--- config.mk ---
export PLATFORM = sky130hd
export DESIGN_NAME = flash_toggle_poller
export DESIGN_NICKNAME = d
export VERILOG_FILES = /design/src/rtl/flash_toggle_poller.sv
export SDC_FILE = /design/constraint.sdc
export NUM_CORES = 1
export LEC_CHECK = 0
export ABC_AREA = 1
export ABC_CLOCK_PERIOD_IN_PS = 1800
export BUFFER_PORTS_ARGS = -buffer_cell sky130_fd_sc_hd__clkbuf_2
export CELL_PAD_IN_SITES_DETAIL_PLACEMENT = 1
export CELL_PAD_IN_SITES_GLOBAL_PLACEMENT = 2
export CORE_UTILIZATION = 21
export DETAILED_ROUTE_END_ITERATION = 8
export GPL_TIMING_DRIVEN = 1
export HOLD_SLACK_MARGIN = 0.08
export MAX_ROUTING_LAYER = met4
export PLACE_DENSITY = 0.82
export REMOVE_ABC_BUFFERS = 1
export SETUP_SLACK_MARGIN = 0.15
export SLEW_MARGIN = 10
export SYNTH_ARGS = -nofsm -noshare
export SYNTH_HDL_FRONTEND = slang
export SYNTH_SLANG_ARGS = --single-unit
--- constraint.sdc ---
create_clock -name clk -period 1.8 [get_ports clk]
set_input_delay 0.09 -clock clk [delete_from_list [all_inputs] [get_ports clk]]
set_output_delay 0.09 -clock clk [all_outputs]
set_load 0.01 [all_outputs]
--- src/rtl/flash_toggle_poller.sv ---
module flash_toggle_poller #(
  parameter int ADDR_W     = 17,
  parameter int DATA_W     = 8,
  parameter int WDOG_PAIRS = 64
) (
  input  logic              clk,
  input  logic              rst_n,
  input  logic              start,
  input  logic              abort,
  input  logic [ADDR_W-1:0] poll_addr,
  output logic              bus_req,
  output logic              bus_we,
  output logic [ADDR_W-1:0] bus_addr,
  output logic [DATA_W-1:0] bus_wdata,
  input  logic [DATA_W-1:0] bus_rdata,
  input  logic              bus_ready,
  output logic              done,
  output logic              pass,
  output logic              fail
);
  localparam int TOG_BIT = 6;
  localparam int TMO_BIT = 5;
  localparam int CW      = (WDOG_PAIRS > 1) ? $clog2(WDOG_PAIRS + 1) : 1;
  localparam int WD_LAST = (WDOG_PAIRS > 0) ? WDOG_PAIRS - 1 : 0;
  localparam logic [DATA_W-1:0] RST_CMD = DATA_W'(8'hF0);

  typedef enum logic [1:0] {S_IDLE, S_RD1, S_RD2, S_RST} state_t;

  state_t          state;
  logic            first_t6, recheck;
  logic [CW-1:0]   pair_cnt;
  logic            done_q, pass_q, fail_q;

  wire toggled = bus_rdata[TOG_BIT] ^ first_t6;
  wire wd_hit  = (WDOG_PAIRS != 0) && (pair_cnt == CW'(WD_LAST));
  wire unused_rdata = ^bus_rdata;

  assign bus_req   = (state != S_IDLE);
  assign bus_we    = (state == S_RST);
  assign bus_addr  = poll_addr;
  assign bus_wdata = bus_we ? RST_CMD : '0;
  assign done      = done_q;
  assign pass      = pass_q;
  assign fail      = fail_q;

  always_ff @(posedge clk) begin
    if (!rst_n) begin
      state    <= S_IDLE;
      first_t6 <= 1'b0;
      recheck  <= 1'b0;
      pair_cnt <= '0;
      done_q   <= 1'b0;
      pass_q   <= 1'b0;
      fail_q   <= 1'b0;
    end else begin
      done_q <= 1'b0;
      pass_q <= 1'b0;
      fail_q <= 1'b0;
      if (abort) begin
        state    <= S_IDLE;
        recheck  <= 1'b0;
        pair_cnt <= '0;
      end else begin
        case (state)
          S_IDLE: if (start) begin
            state    <= S_RD1;
            recheck  <= 1'b0;
            pair_cnt <= '0;
          end
          S_RD1: if (bus_ready) begin
            first_t6 <= bus_rdata[TOG_BIT];
            state    <= S_RD2;
          end
          S_RD2: if (bus_ready) begin
            if (!toggled) begin
              done_q <= 1'b1;
              pass_q <= 1'b1;
              state  <= S_IDLE;
            end else if (recheck) begin
              state <= S_RST;
            end else if (bus_rdata[TMO_BIT]) begin
              recheck <= 1'b1;
              state   <= S_RD1;
            end else if (wd_hit) begin
              state <= S_RST;
            end else begin
              pair_cnt <= pair_cnt + 1'b1;
              state    <= S_RD1;
            end
          end
          S_RST: if (bus_ready) begin
            done_q <= 1'b1;
            fail_q <= 1'b1;
            state  <= S_IDLE;
          end
          default: state <= S_IDLE;
        endcase
      end
    end
  end
endmodule


# Word level (Yosys, flattened, before mapping)
# Index checks and enable logic that the tools add are counted.
[totals]
output_inout_bits = 30
input_bits = 30
regBits = 14
word_cells = 62
[classes]
n_reduce_logical = 10
bitwise = 5
mux = 27
addsub = 1
eq_ne = 12
[ops]
columns = ["cell", "count"]
rows = [
  ["7-bit 2-to-1 mux", 6],
  ["2-bit 2-to-1 mux", 8],
  ["2-bit inequality test, second input constant", 7],
  ["7-bit one-hot mux with 2 select lines", 1],
  ["1-bit 2-to-1 mux", 8],
  ["8-bit 2-to-1 mux", 1],
  ["2-bit one-hot mux with 4 select lines", 1],
  ["4-bit AND reduction", 2],
  ["7-bit by 1-bit adder with 7-bit output, second input constant", 1],
  ["7-bit by 6-bit == test with 1-bit output, second input constant", 1],
  ["7-bit AND reduction", 1],
  ["3-bit OR reduction", 2],
  ["2-bit == test, second input constant", 2],
  ["1-bit inverter", 4],
  ["1-bit one-hot mux with 2 select lines", 2],
  ["2-bit nonzero test", 2],
  ["3-bit AND reduction", 1],
  ["2-bit by 1-bit == test with 1-bit output, second input constant", 1],
  ["2-bit zero test", 1],
  ["2-bit by 1-bit inequality test with 1-bit output, second input constant", 1],
  ["2-bit OR reduction", 1],
  ["1-bit bitwise XOR", 1],
]

# Longest topological paths before layout
# Gate-level depths: netlist of run 1.
[depth]
ltp_word = 7
depth_mapped = 10
ltp_nobuf = 10

# Worst setup path before layout of run 1
# No wires, ideal clock.
[synth_path]
kind = "flip-flop to flip-flop"
start = "reg pair_cnt[0]"
end = "reg pair_cnt[1]"
required_ps = 1687
setup_time_ps = 113
t_arrival_ps = 1232
setup_slack_ps = 455
path_stages_with_launch = 11
path_buffers = 0
period_less_slack_ps = 1345
cell_sequence = "dfxtp_1 -> ha_1 -> clkinv_1 -> nor2_2 -> nand2_1 -> nand2_2 -> nand2_4 -> nand2_4 -> nand2_1 -> o21ai_1 -> nor2_1"
[synth_between]
elab_chain_cells = 7
word_cells_on_any_way = 10
cone_classes = "add/sub: 1; eq/ne: 2; mux: 6; reduce/logical: 1"
[synth_lines]
columns = ["item", "line_no", "source"]
rows = [
  ["start, declared", "31", "logic [CW-1:0] pair_cnt;"],
  ["start signal, assigned", "87", "pair_cnt <= pair_cnt + 1'b1;"],
  ["7-bit by 1-bit adder with 7-bit output", "87", ""],
  ["7-bit 2-to-1 mux", "84", "end else if (wd_hit) begin"],
  ["7-bit 2-to-1 mux", "81", "end else if (bus_rdata[TMO_BIT]) begin"],
  ["7-bit 2-to-1 mux", "79", "end else if (recheck) begin"],
  ["7-bit 2-to-1 mux", "75", "if (!toggled) begin"],
  ["7-bit 2-to-1 mux", "74", "S_RD2: if (bus_ready) begin"],
  ["7-bit one-hot mux with 2 select lines", "64", "case (state)"],
]
# Parallel ways exist; a longest one is shown, timed or not. The select of a mux whose other input is x is not followed.
# A chain may end at the register's enable or synchronous reset.

# Worst setup path in the final report of run 1
[layout_path]
start = "reg pair_cnt[1]"
end = "reg pair_cnt[1]"
# Same word-level chain as after synthesis.

==> results of run 1 <==
[per-stage QoR]
stage | power (mW) | std cells | util
final | 0.763 | 190 | 0.228
after global routing | 0.804 | 190 | 0.228
after CTS | 0.775 | 190 | 0.227
after detailed placement | 0.461 | 186 | 0.214
after global placement | 0.459 | 186 | 0.214
after floorplan | 0.426 | 119 | -
[power groups by stage]
stage	sequential (mW)	clock (mW)	combinational, mW
6_report	0.329	0.310	0.125
5_1_grt	0.330	0.335	0.139
4_1_cts	0.328	0.321	0.126
3_5_place_dp	0.335	0	0.126
3_3_place_gp	0.334	0	0.125
2_1_floorplan	0.333	0	0.0938
[metal layers]
metal | part of all wire | up-vias | track usage | wire [um]
met4 | 0.011 | 0 | 0.0400 | 27
met5 | 0 | - | - | 0
met3 | 0.098 | 2 | 0.0492 | 236
met2 | 0.39 | 34 | 0.132 | 942
met1 | 0.50 | 380 | 0.139 | 1210
li1 | - | 415 | - | -
[registers in the layout, indices dropped and copies added, names as in the netlist]
name,cells
state,2
fail,1
pair_cnt,7
pass,1
recheck,1
first_t6,1
done,1
[tightest hold or removal path, cell delays in order]
cell and delay, ns:
clkbuf_2 0.09, o21ai_0 0.07, a21oi_1 0.04
[final cells by class]
type                    count  area [sq um]
repair buffers             15          75.1
fillers                   550          3460
multi-input cells          84           463
well taps                  52          65.1
inverters                  21          78.8
flip-flops and latches     14           282
clock buffers               4          55.1
[synthesized netlist by cell type, types with 3 or more instances]
library cell / count
nor2_2: 3
inv_2: 3
o21ai_1: 3
dfxtp_1: 14
nand2_4: 4
a21oi_1: 8
nand3_1: 11
buf_4: 25
nand2_1: 23
nor2_1: 9
nand4_1: 4
inv_1: 17
[layout by cell type (no fill, tap or decap)]
cell	instances
a21oi_1	8
a311oi_1	1
clkbuf_2	15
clkbuf_8	4
clkinv_1	1
conb_1	4
dfxtp_1	13
dfxtp_2	1
ha_2	1
inv_1	17
inv_2	3
nand2_1	23
nand2_2	1
nand2_4	4
nand3_1	11
nand3_2	1
nand3b_1	1
nand4_1	4
nor2_1	9
nor2_2	3
nor2_4	1
nor2_8	1
nor3_1	2
nor4_1	1
o21a_1	2
o21ai_0	2
o21ai_1	3
xnor2_1	1
[how the worst max path moves through the flow]
stage,depth (start not counted),end,start
finish,10,pair_cnt[1]$_SDFFE_PP0P_,pair_cnt[1]$_SDFFE_PP0P_
floorplan,10,pair_cnt[1]$_SDFFE_PP0P_,pair_cnt[0]$_SDFFE_PP0P_
global placement,10,pair_cnt[1]$_SDFFE_PP0P_,pair_cnt[0]$_SDFFE_PP0P_
CTS,10,pair_cnt[1]$_SDFFE_PP0P_,pair_cnt[0]$_SDFFE_PP0P_
global route,10,pair_cnt[1]$_SDFFE_PP0P_,pair_cnt[1]$_SDFFE_PP0P_
detailed placement,10,pair_cnt[1]$_SDFFE_PP0P_,pair_cnt[0]$_SDFFE_PP0P_
[cell families after synthesis]
family                     count (synthesis)  synth area share
and+or+nand+nor                           62             0.333
adders and majority gates                  1            0.0124
DFF                                       14             0.278
xor gates and xnor gates                   1           0.00870
AOI/OAI and AO/OA                         16            0.0882
buffers and inverters                     47             0.276
other                                      1           0.00372
[timing repair]
item,CTS,global route
endpoints found under the setup margin,0,6
gates resized for setup,0,2
buffers inserted,0,0
==> flow_metrics.tcl, run 1 <==
set metrics [dict create \
    clk_pin_slew_worst_paths_ns 0.06 \
    ff2ff_setup_slack_ns 0.31 \
    power.density_nw_per_um2 749 \
    rsz0062_at_grt "false" \
    ff2ff_path_depth 10 \
    drtAntennaViolNets 0 \
    pwr-share-comb 0.163 \
    outcome "finished, violations left" \
    crit_path_end_kind "register" \
    swShare 0.273 \
    hold_violations 0 \
    drc 1 \
    portBuffers 15 \
    grt_pass1_wl_mm 3.91 \
    synthFlopType "dfxtp_1" \
    first_pass_iters 6 \
    period_minus_slack_ns 1.49 \
    required_ns 1.94 \
    synth-edff-count 0 \
    drtIter0Drc 9 \
    p_clk_frac 0.406 \
    worstPathArrival_ns 1.63 \
    syn-cell-area_sq_um 1010 \
    core_area_sq_um 4470 \
    yosys.area.top_type_share 0.278 \
    worst_setup_path_start_kind "register" \
    drt-total-wl_mm 2.42 \
    ys_ff_latch 14 \
    die_h_um 71.3 \
    yosys_warnings 0 \
    crit_slowest_cell "dfxtp_1" \
    max_cap_viol_count 0 \
    cts_tree "yes" \
    clockBufferDepth 2 \
    reg2reg_to "pair_cnt[1]$_SDFFE_PP0P_" \
    finClkSkew_ns 0.00387 \
    wl_per_cell_um 12.7 \
    switchingPower_mw 0.209 \
    syn_to_final_growth_pct 1.12 \
    yosysSeqAreaShare 0.278 \
    grt_overflow 0 \
    layout.nets 170 \
    critPathBufInv 1 \
    synth_largest_area_cell "dfxtp_1" \
    p_leak_nw 0.432 \
    fin_tns_setup_ns 0 \
    cts_root_buf "clkbuf_8" \
    initial_core_util 0.225 \
    die_w_um 71.3 \
    yosys-top-cells-area "dfxtp_1 (28%), buf_4 (19%), nand2_1 (8.6%)" \
    fin_area_sq_um 1020 \
    min_from "rst_n" \
    routabilityCongestion 0.774 \
    post_dp_cell_area_sq_um 960 \
    std_cell_rows 24 \
    crit_type "register to register" \
    pre_cts_ws_ns 0.246 \
    drive_gt1_frac 0.254 \
    fmax_mhz 671 \
    cts-hold-fix-buffers 0 \
    worstPathCellList "ha_2 > clkinv_1 > nor2_2 > nand2_1 > nand2_2 > nand2_4 > nand2_4 > nand2_1 > o21ai_1 > nor2_1" \
    holdWs_ns 0.0952 \
    cts.sinks 14 \
    drv_slew 0 \
    hold_end "first_t6$_SDFFE_PN0P_" \
    track_usage 0.104 \
    antenna_found_initial 0 \
    worstHoldPathCells 3 \
    hold_class "input pin to register" \
    internal_power_mw 0.555 \
    syn_inst 142 \
    dieArea_sq_um 5080 \
    async_flop_share 0 \
    place_hpwl_mm 1.93 \
    setup_viol 0 \
    ioPinCount 60 \
    via_count 831 \
    viasPerCell 4.37 \
    fin_crit_sh 0.828 \
    reg2reg_from "pair_cnt[1]$_SDFFE_PP0P_" \
    peakVddDrop_mv 0.232 \
    critical-path-top-delay-family "simple AND/OR/NAND/NOR gates" \
    syn_area_per_cell_sq_um 7.09 \
    htree_levels 1 \
    insertion_delay_ns 0.24 \
    crit_fanout 8 \
    violations "DRC" \
    grt_max_degree 10 \
    antenna_cells 0 \
    grt_pass1_vias 819 \
    cts-buffers-inserted 3 \
    setup_slack_ns 0.309 \
    yosysUniqueCellTypes 27 \
    sequentialPowerShare 0.431 \
    slowest_delay_ns 0.37 \
]
Power figures use the tool's default switching activity.
==> run 2: changes to the inputs <==
- ABC_CLOCK_PERIOD_IN_PS: 1800 -> 1600
- clock period: 1.8 -> 1.6 ns (I/O delays scaled with it)
==> run 2 against run 1 <==
The flow still finishes with violations (DRC). Global-route usage shrank 0.29 points. Final cell count increased by 3.2%. Core utilization grew 1.5 points. Register-to-register slack got worse by 0.04 ns. Critical path type unchanged. Critical endpoint unchanged.
==> flow_metrics.tcl, run 2 (synthesis results as in run 1) <==
set metrics [dict create \
    outcome "finished, violations left" \
    violations "DRC" \
    portBuffers 15 \
    fmax_mhz 749 \
    final_cells 196 \
    reg2reg_from "state[1]$_SDFFE_PP0P_" \
    htree_levels 1 \
    std_cell_rows 24 \
    ff2ff_setup_slack_ns 0.27 \
    slowest_delay_ns 0.46 \
    hold_violations 0 \
    grt_overflow 0 \
    ff2ff_path_depth 9 \
    grt_pass1_vias 793 \
    finClkSkew_ns 0.00108 \
    grt_util_met2 0.127 \
    pre_cts_ws_ns 0.123 \
    reg2reg_to "pair_cnt[1]$_SDFFE_PP0P_" \
    startpoint "state[1]$_SDFFE_PP0P_" \
    worst_setup_path_start_kind "register" \
    setup_viol 0 \
    crit_type "register to register" \
    crit_slowest_cell "dfxtp_1" \
    final.fill_count 555 \
    insertion_delay_ns 0.25 \
    ioPinCount 60 \
    initial_core_util 0.225 \
    drc 1 \
    routabilityCongestion 0.769 \
    peakVddDrop_mv 0.287 \
    worstHoldPathCells 3 \
    setup_slack_ns 0.266 \
    hold_end "recheck$_SDFFE_PP0P_" \
    antenna_found_initial 0 \
    top_register "pair_cnt" \
    max_cap_viol_count 0 \
    use_met3 0.0450 \
    hold_class "input pin to register" \
    wl_per_cell_um 12.4 \
    grt_pass1_wl_mm 3.91 \
    fin_crit_sh 0.834 \
    cts-buffers-inserted 3 \
    core_area_sq_um 4470 \
    via_count 821 \
    cts_tree "yes" \
    most-common-layout-cells "nand2_1 (22), inv_1 (17), clkbuf_2 (15)" \
    die_w_um 71.3 \
    rsz0062_at_grt "false" \
    period_minus_slack_ns 1.33 \
    grt_use_met1 0.143 \
    dieArea_sq_um 5080 \
    cts.sinks 14 \
    fin_tns_setup_ns 0 \
    reg_top3 "pair_cnt: 7 flops, state: 2 flops" \
    cp_common_cell "inv_2" \
    die_h_um 71.3 \
    drtAntennaViolNets 0 \
    clk_pin_slew_worst_paths_ns 0.06 \
    p_leak_nw 0.465 \
    post_dp_cell_area_sq_um 990 \
    layout_commonest_cell "nand2_1" \
    drtIter0Drc 12 \
    fin_area_sq_um 1080 \
    drv_slew 0 \
    fin_util 0.242 \
    worstPathCellList "inv_2 > nor2_2 > inv_2 > nor2_4 > nor2_8 > nand2_4 > nand2_1 > o21ai_1 > nor2_1" \
    drive_gt1_frac 0.299 \
    antenna_cells 0 \
    track_usage 0.101 \
    dpl.cell_count 190 \
    min_from "bus_rdata[5]" \
    first_pass_iters 6 \
    cts_root_buf "clkbuf_8" \
    layout.nets 176 \
    grt.busiest_layer "met1" \
    largest_register_ffs 7 \
    clockBufferDepth 2 \
    crit_fanout 9 \
    grt_max_degree 10 \
    syn_to_final_growth_pct 7.70 \
    worstPathArrival_ns 1.48 \
    crit_path_end_kind "register" \
    drt-total-wl_mm 2.44 \
    viasPerCell 4.19 \
    power.density_nw_per_um2 808 \
    required_ns 1.74 \
    place_hpwl_mm 1.96 \
]
[run 2: power by group]
| group | switching [mW] | leakage [nW] | internal, mW |
|---|---|---|---|
| Sequential | 0.0106 | 0.114 | 0.358 |
| Combinational | 0.0966 | 0.322 | 0.0563 |
| Clock | 0.137 | 0.0288 | 0.218 |
| Total | 0.244 | 0.465 | 0.632 |
[run 2: what timing repair did]
item                                    CTS  global route
endpoints found under the setup margin    4             7
gates resized for setup                   1             6
buffers inserted                          0             1
hold buffers                              1             0
pin swaps                                 1             4
endpoints found under the hold margin     1             0
[run 2: worst max-delay path, delay by kind of cell, from the launching register on]
| family | cells | cell delay (ns) |
|---|---|---|
| compound gates | 1 | 0.07 |
| buf+inv | 2 | 0.16 |
| flops | 1 | 0.46 |
| simple gates | 6 | 0.55 |
[run 2: area by class of cell]
type	count	area [sq um]	area share
multi-input cells	84	480	0.443
flip-flops and latches	14	283	0.261
repair buffers	21	123	0.113
inverters	21	78.8	0.0727
well taps	52	65.1	0.0600
clock buffers	4	55.1	0.0507
[run 2: stage by stage]
step                      hold slack (ns)  total power, mW
after floorplan                     0.160            0.480
after global placement              0.160            0.522
after detailed placement            0.160            0.524
after CTS                           0.110            0.888
after global routing                0.137            0.920
final                               0.117            0.877
[run 2: layer usage]
| layer | part of all wire | wire length, um | vias up |
|---|---|---|---|
| li1 | - | - | 425 |
| met1 | 0.51 | 1250 | 366 |
| met2 | 0.39 | 949 | 28 |
| met3 | 0.096 | 234 | 2 |
| met4 | 0.0041 | 10 | 0 |
| met5 | 0 | 0 | - |
[run 2: worst max path at each step]
stage               cells past startpoint                  endpoint  slack [ns]
floorplan                              10  pair_cnt[1]$_SDFFE_PP0P_        0.25
global placement                       10  pair_cnt[1]$_SDFFE_PP0P_        0.13
detailed placement                     10  pair_cnt[6]$_SDFFE_PP0P_        0.12
CTS                                    10  pair_cnt[6]$_SDFFE_PP0P_        0.16
global route                            9  pair_cnt[1]$_SDFFE_PP0P_        0.15
finish                                  9  pair_cnt[1]$_SDFFE_PP0P_        0.27
==> run 3: changes to the inputs <==
- ABC_AREA: 1 -> 0
- ABC_CLOCK_PERIOD_IN_PS: 1600 -> 1150
- CORE_UTILIZATION: 21 -> 19
- PLACE_DENSITY: 0.82 -> 0.78
- clock period: 1.6 -> 1.15 ns (I/O delays scaled with it)
==> run 3 against run 2 <==
The run ends with setup timing left. Critical endpoint is now pair_cnt[5]$_SDFFE_PP0P_. Die area rose by 1.2%. Critical path depth shrank 5. Critical path type unchanged. Clock power up 39%. Count of clock-buffer cells in the layout did not move. Core utilization grew 5.3 points. Fmax fell by 4.1%. First-iteration DRC count is 50% higher. Combinational power grew 8%.
==> flow_metrics.tcl, run 3 <==
set metrics [dict create \
    drtIter0Drc 18 \
    swShare 0.242 \
    sequentialPowerShare 0.426 \
    cts_tree "yes" \
    finClkSkew_ns 0.000510 \
    yosysMostFrequentCell "buf_4" \
    period_minus_slack_ns 1.39 \
    yosys-top-cells-count "buf_4 (25), dfxtp_1 (14), nand2_1 (7)" \
    p_total_mw 1.15 \
    worstHoldPathCells 3 \
    peakVddDrop_mv 0.640 \
    holdWs_ns 0.112 \
    synth-edff-count 0 \
    yosys-top-cells-area "dfxtp_1 (30%), buf_4 (20%), a21oi_1 (3.3%)" \
    crit_fanout 4 \
    routabilityCongestion 0.886 \
    reg_top3 "pair_cnt: 7 flops, state: 2 flops" \
    drtAntennaViolNets 0 \
    first_pass_iters 4 \
    top_register "pair_cnt" \
    reg2reg_from "pair_cnt[6]$_SDFFE_PP0P_" \
    switchingPower_mw 0.278 \
    fmax_mhz 719 \
    synth_xor_area_frac 0.0176 \
    drt-total-wl_mm 3.21 \
    largest_register_ffs 7 \
    dpl.cell_count 173 \
    antenna_cells 0 \
    layout.nets 169 \
    antenna_found_initial 0 \
    setup_viol 10 \
    insertion_delay_ns 0.25 \
    pwr-share-comb 0.144 \
    cts_root_buf "clkbuf_8" \
    reg2reg_to "pair_cnt[5]$_SDFFE_PP0P_" \
    hold_violations 0 \
    synth_largest_area_cell "dfxtp_1" \
    power.density_nw_per_um2 861 \
    drive_gt1_frac 0.562 \
    crit_path_end_kind "register" \
    crit_type "register to register" \
    die_w_um 71.7 \
    initial_core_util 0.205 \
    internal_power_mw 0.868 \
    track_usage 0.129 \
    ff2ff_setup_slack_ns -0.24 \
    syn_inst 111 \
    grt_max_degree 9 \
    grt_pass1_wl_mm 4.77 \
    cts.sinks 14 \
    synth.mux.area_fraction 0 \
    min_from "bus_rdata[6]" \
    syn-cell-area_sq_um 922 \
    htree_levels 1 \
    synth_compound_area_frac 0.209 \
    max_cap_viol_count 0 \
    die_h_um 71.7 \
    p_clk_frac 0.430 \
    synth_fa_ha_area_frac 0.0136 \
    portBuffers 15 \
    outcome "finished, violations left" \
    drv_slew 0 \
    async_flop_share 0 \
    syn_area_per_cell_sq_um 8.31 \
    cts-buffers-inserted 3 \
    hold_class "input pin to register" \
    dieArea_sq_um 5140 \
    drc 0 \
    rsz0062_at_grt "true" \
    required_ns 1.31 \
    hold_end "first_t6$_SDFFE_PN0P_" \
    worst_setup_path_start_kind "register" \
    final_cells 189 \
    yosys.area_share.simple 0.227 \
    worstPathArrival_ns 1.55 \
    synthFlopType "dfxtp_1" \
    layout_commonest_cell "buf_4" \
    fin_tns_setup_ns -1.47 \
    via_count 890 \
    clockBufferDepth 2 \
    setup_slack_ns -0.241 \
    std_cell_rows 24 \
    yosysSeqAreaShare 0.304 \
    synth_top_family_by_area "simple AND/OR/NAND/NOR gates" \
    p_leak_nw 0.541 \
    violations "setup timing" \
    fin_crit_sh 1.21 \
    ys_ff_latch 14 \
    grt_overflow 0 \
    wl_per_cell_um 17.0 \
    yosys.area.top_type_share 0.304 \
    syn_to_final_growth_pct 44.2 \
    clk_pin_slew_worst_paths_ns 0.06 \
    most-common-layout-cells "buf_4 (22), clkbuf_2 (10), dfxtp_1 (8)" \
    core_area_sq_um 4500 \
    place_hpwl_mm 2.19 \
    viasPerCell 4.71 \
    yosysUniqueCellTypes 37 \
    ioPinCount 60 \
    grt_pass1_vias 943 \
    ff2ff_path_depth 4 \
    yosys_warnings 0 \
]
run 3: cell types whose count changed after synthesis, moves of 3 or more:
cell,before,now
nand2_1,23,7
inv_1,17,3
nand3_1,11,5
nor2_1,9,3
a31oi_1,0,4
nand2_4,4,0
nand4_1,4,0
o21ai_0,2,6
inv_2,3,0
nand2b_1,0,3
o21ai_1,3,0
run 3: power groups by stage:
stage | logic (mW) | clock network [mW] | registers [mW]
floorplan | 0.0523 | 0 | 0.503
global placement | 0.101 | 0 | 0.502
detailed placement | 0.105 | 0 | 0.503
CTS | 0.137 | 0.507 | 0.488
global route | 0.175 | 0.518 | 0.488
finish | 0.165 | 0.493 | 0.488
run 3: layout make-up:
type,instances,area (sq um)
clock buffer,4,55.1
fill,536,3170
inverter,3,11.3
multi-input combinational,70,537
sequential,14,295
tap,52,65.1
timing repair buffer,46,367
run 3: kinds of logic (layout without fill, tap and decap cells):
kind of cell / Yosys count / in the layout
simple gates: 36 / 36
xor+xnor: 1 / 1
flops: 14 / 14
buf+inv: 30 / 53
compound gates: 28 / 28
fa+ha+maj: 1 / 1
other cells: 1 / 4
run 3: worst max path at each step:
stage               cells past startpoint                startpoint                  endpoint  slack, ns
floorplan                               5  pair_cnt[0]$_SDFFE_PP0P_  pair_cnt[3]$_SDFFE_PP0P_       -0.1
global placement                        4     first_t6$_SDFFE_PN0P_  pair_cnt[5]$_SDFFE_PP0P_      -0.15
detailed placement                      4     first_t6$_SDFFE_PN0P_  pair_cnt[5]$_SDFFE_PP0P_      -0.25
CTS                                     4  pair_cnt[6]$_SDFFE_PP0P_  pair_cnt[5]$_SDFFE_PP0P_      -0.15
global route                            6  pair_cnt[6]$_SDFFE_PP0P_     state[1]$_SDFFE_PP0P_      -0.32
finish                                  4  pair_cnt[6]$_SDFFE_PP0P_  pair_cnt[5]$_SDFFE_PP0P_      -0.24
run 3: worst max-delay path, stage by stage, from the launching register on:
cell	delay (ns)
dfxtp_2	0.32
nand4b_1	0.28
o21ai_2	0.33
nor2_2	0.12
a311oi_2	0.26
run 3: per-stage QoR:
step           instance area (sq um)  setup slack, ns   util
2_1_floorplan                    737          -0.0996      -
3_3_place_gp                    1020           -0.149  0.226
3_5_place_dp                    1020           -0.252  0.226
4_1_cts                         1250           -0.154  0.278
5_1_grt                         1330           -0.317  0.295
6_report                        1330           -0.241  0.295
run 3: repair_timing:
item | in CTS | in global routing
pin swaps | 11 | 5
resized for setup | 34 | 14
hold buffers | 1 | 0
buffers inserted | 7 | 4
setup endpoints to repair | 20 | 19
endpoints found under the hold margin | 1 | 0
run 3: layer usage:
layer	global-route usage	routed length, um	vias up
met5	-	0	-
met4	0.0610	79	0
met3	0.0605	227	6
met2	0.199	1550	37
met1	0.139	1360	433
li1	-	-	414
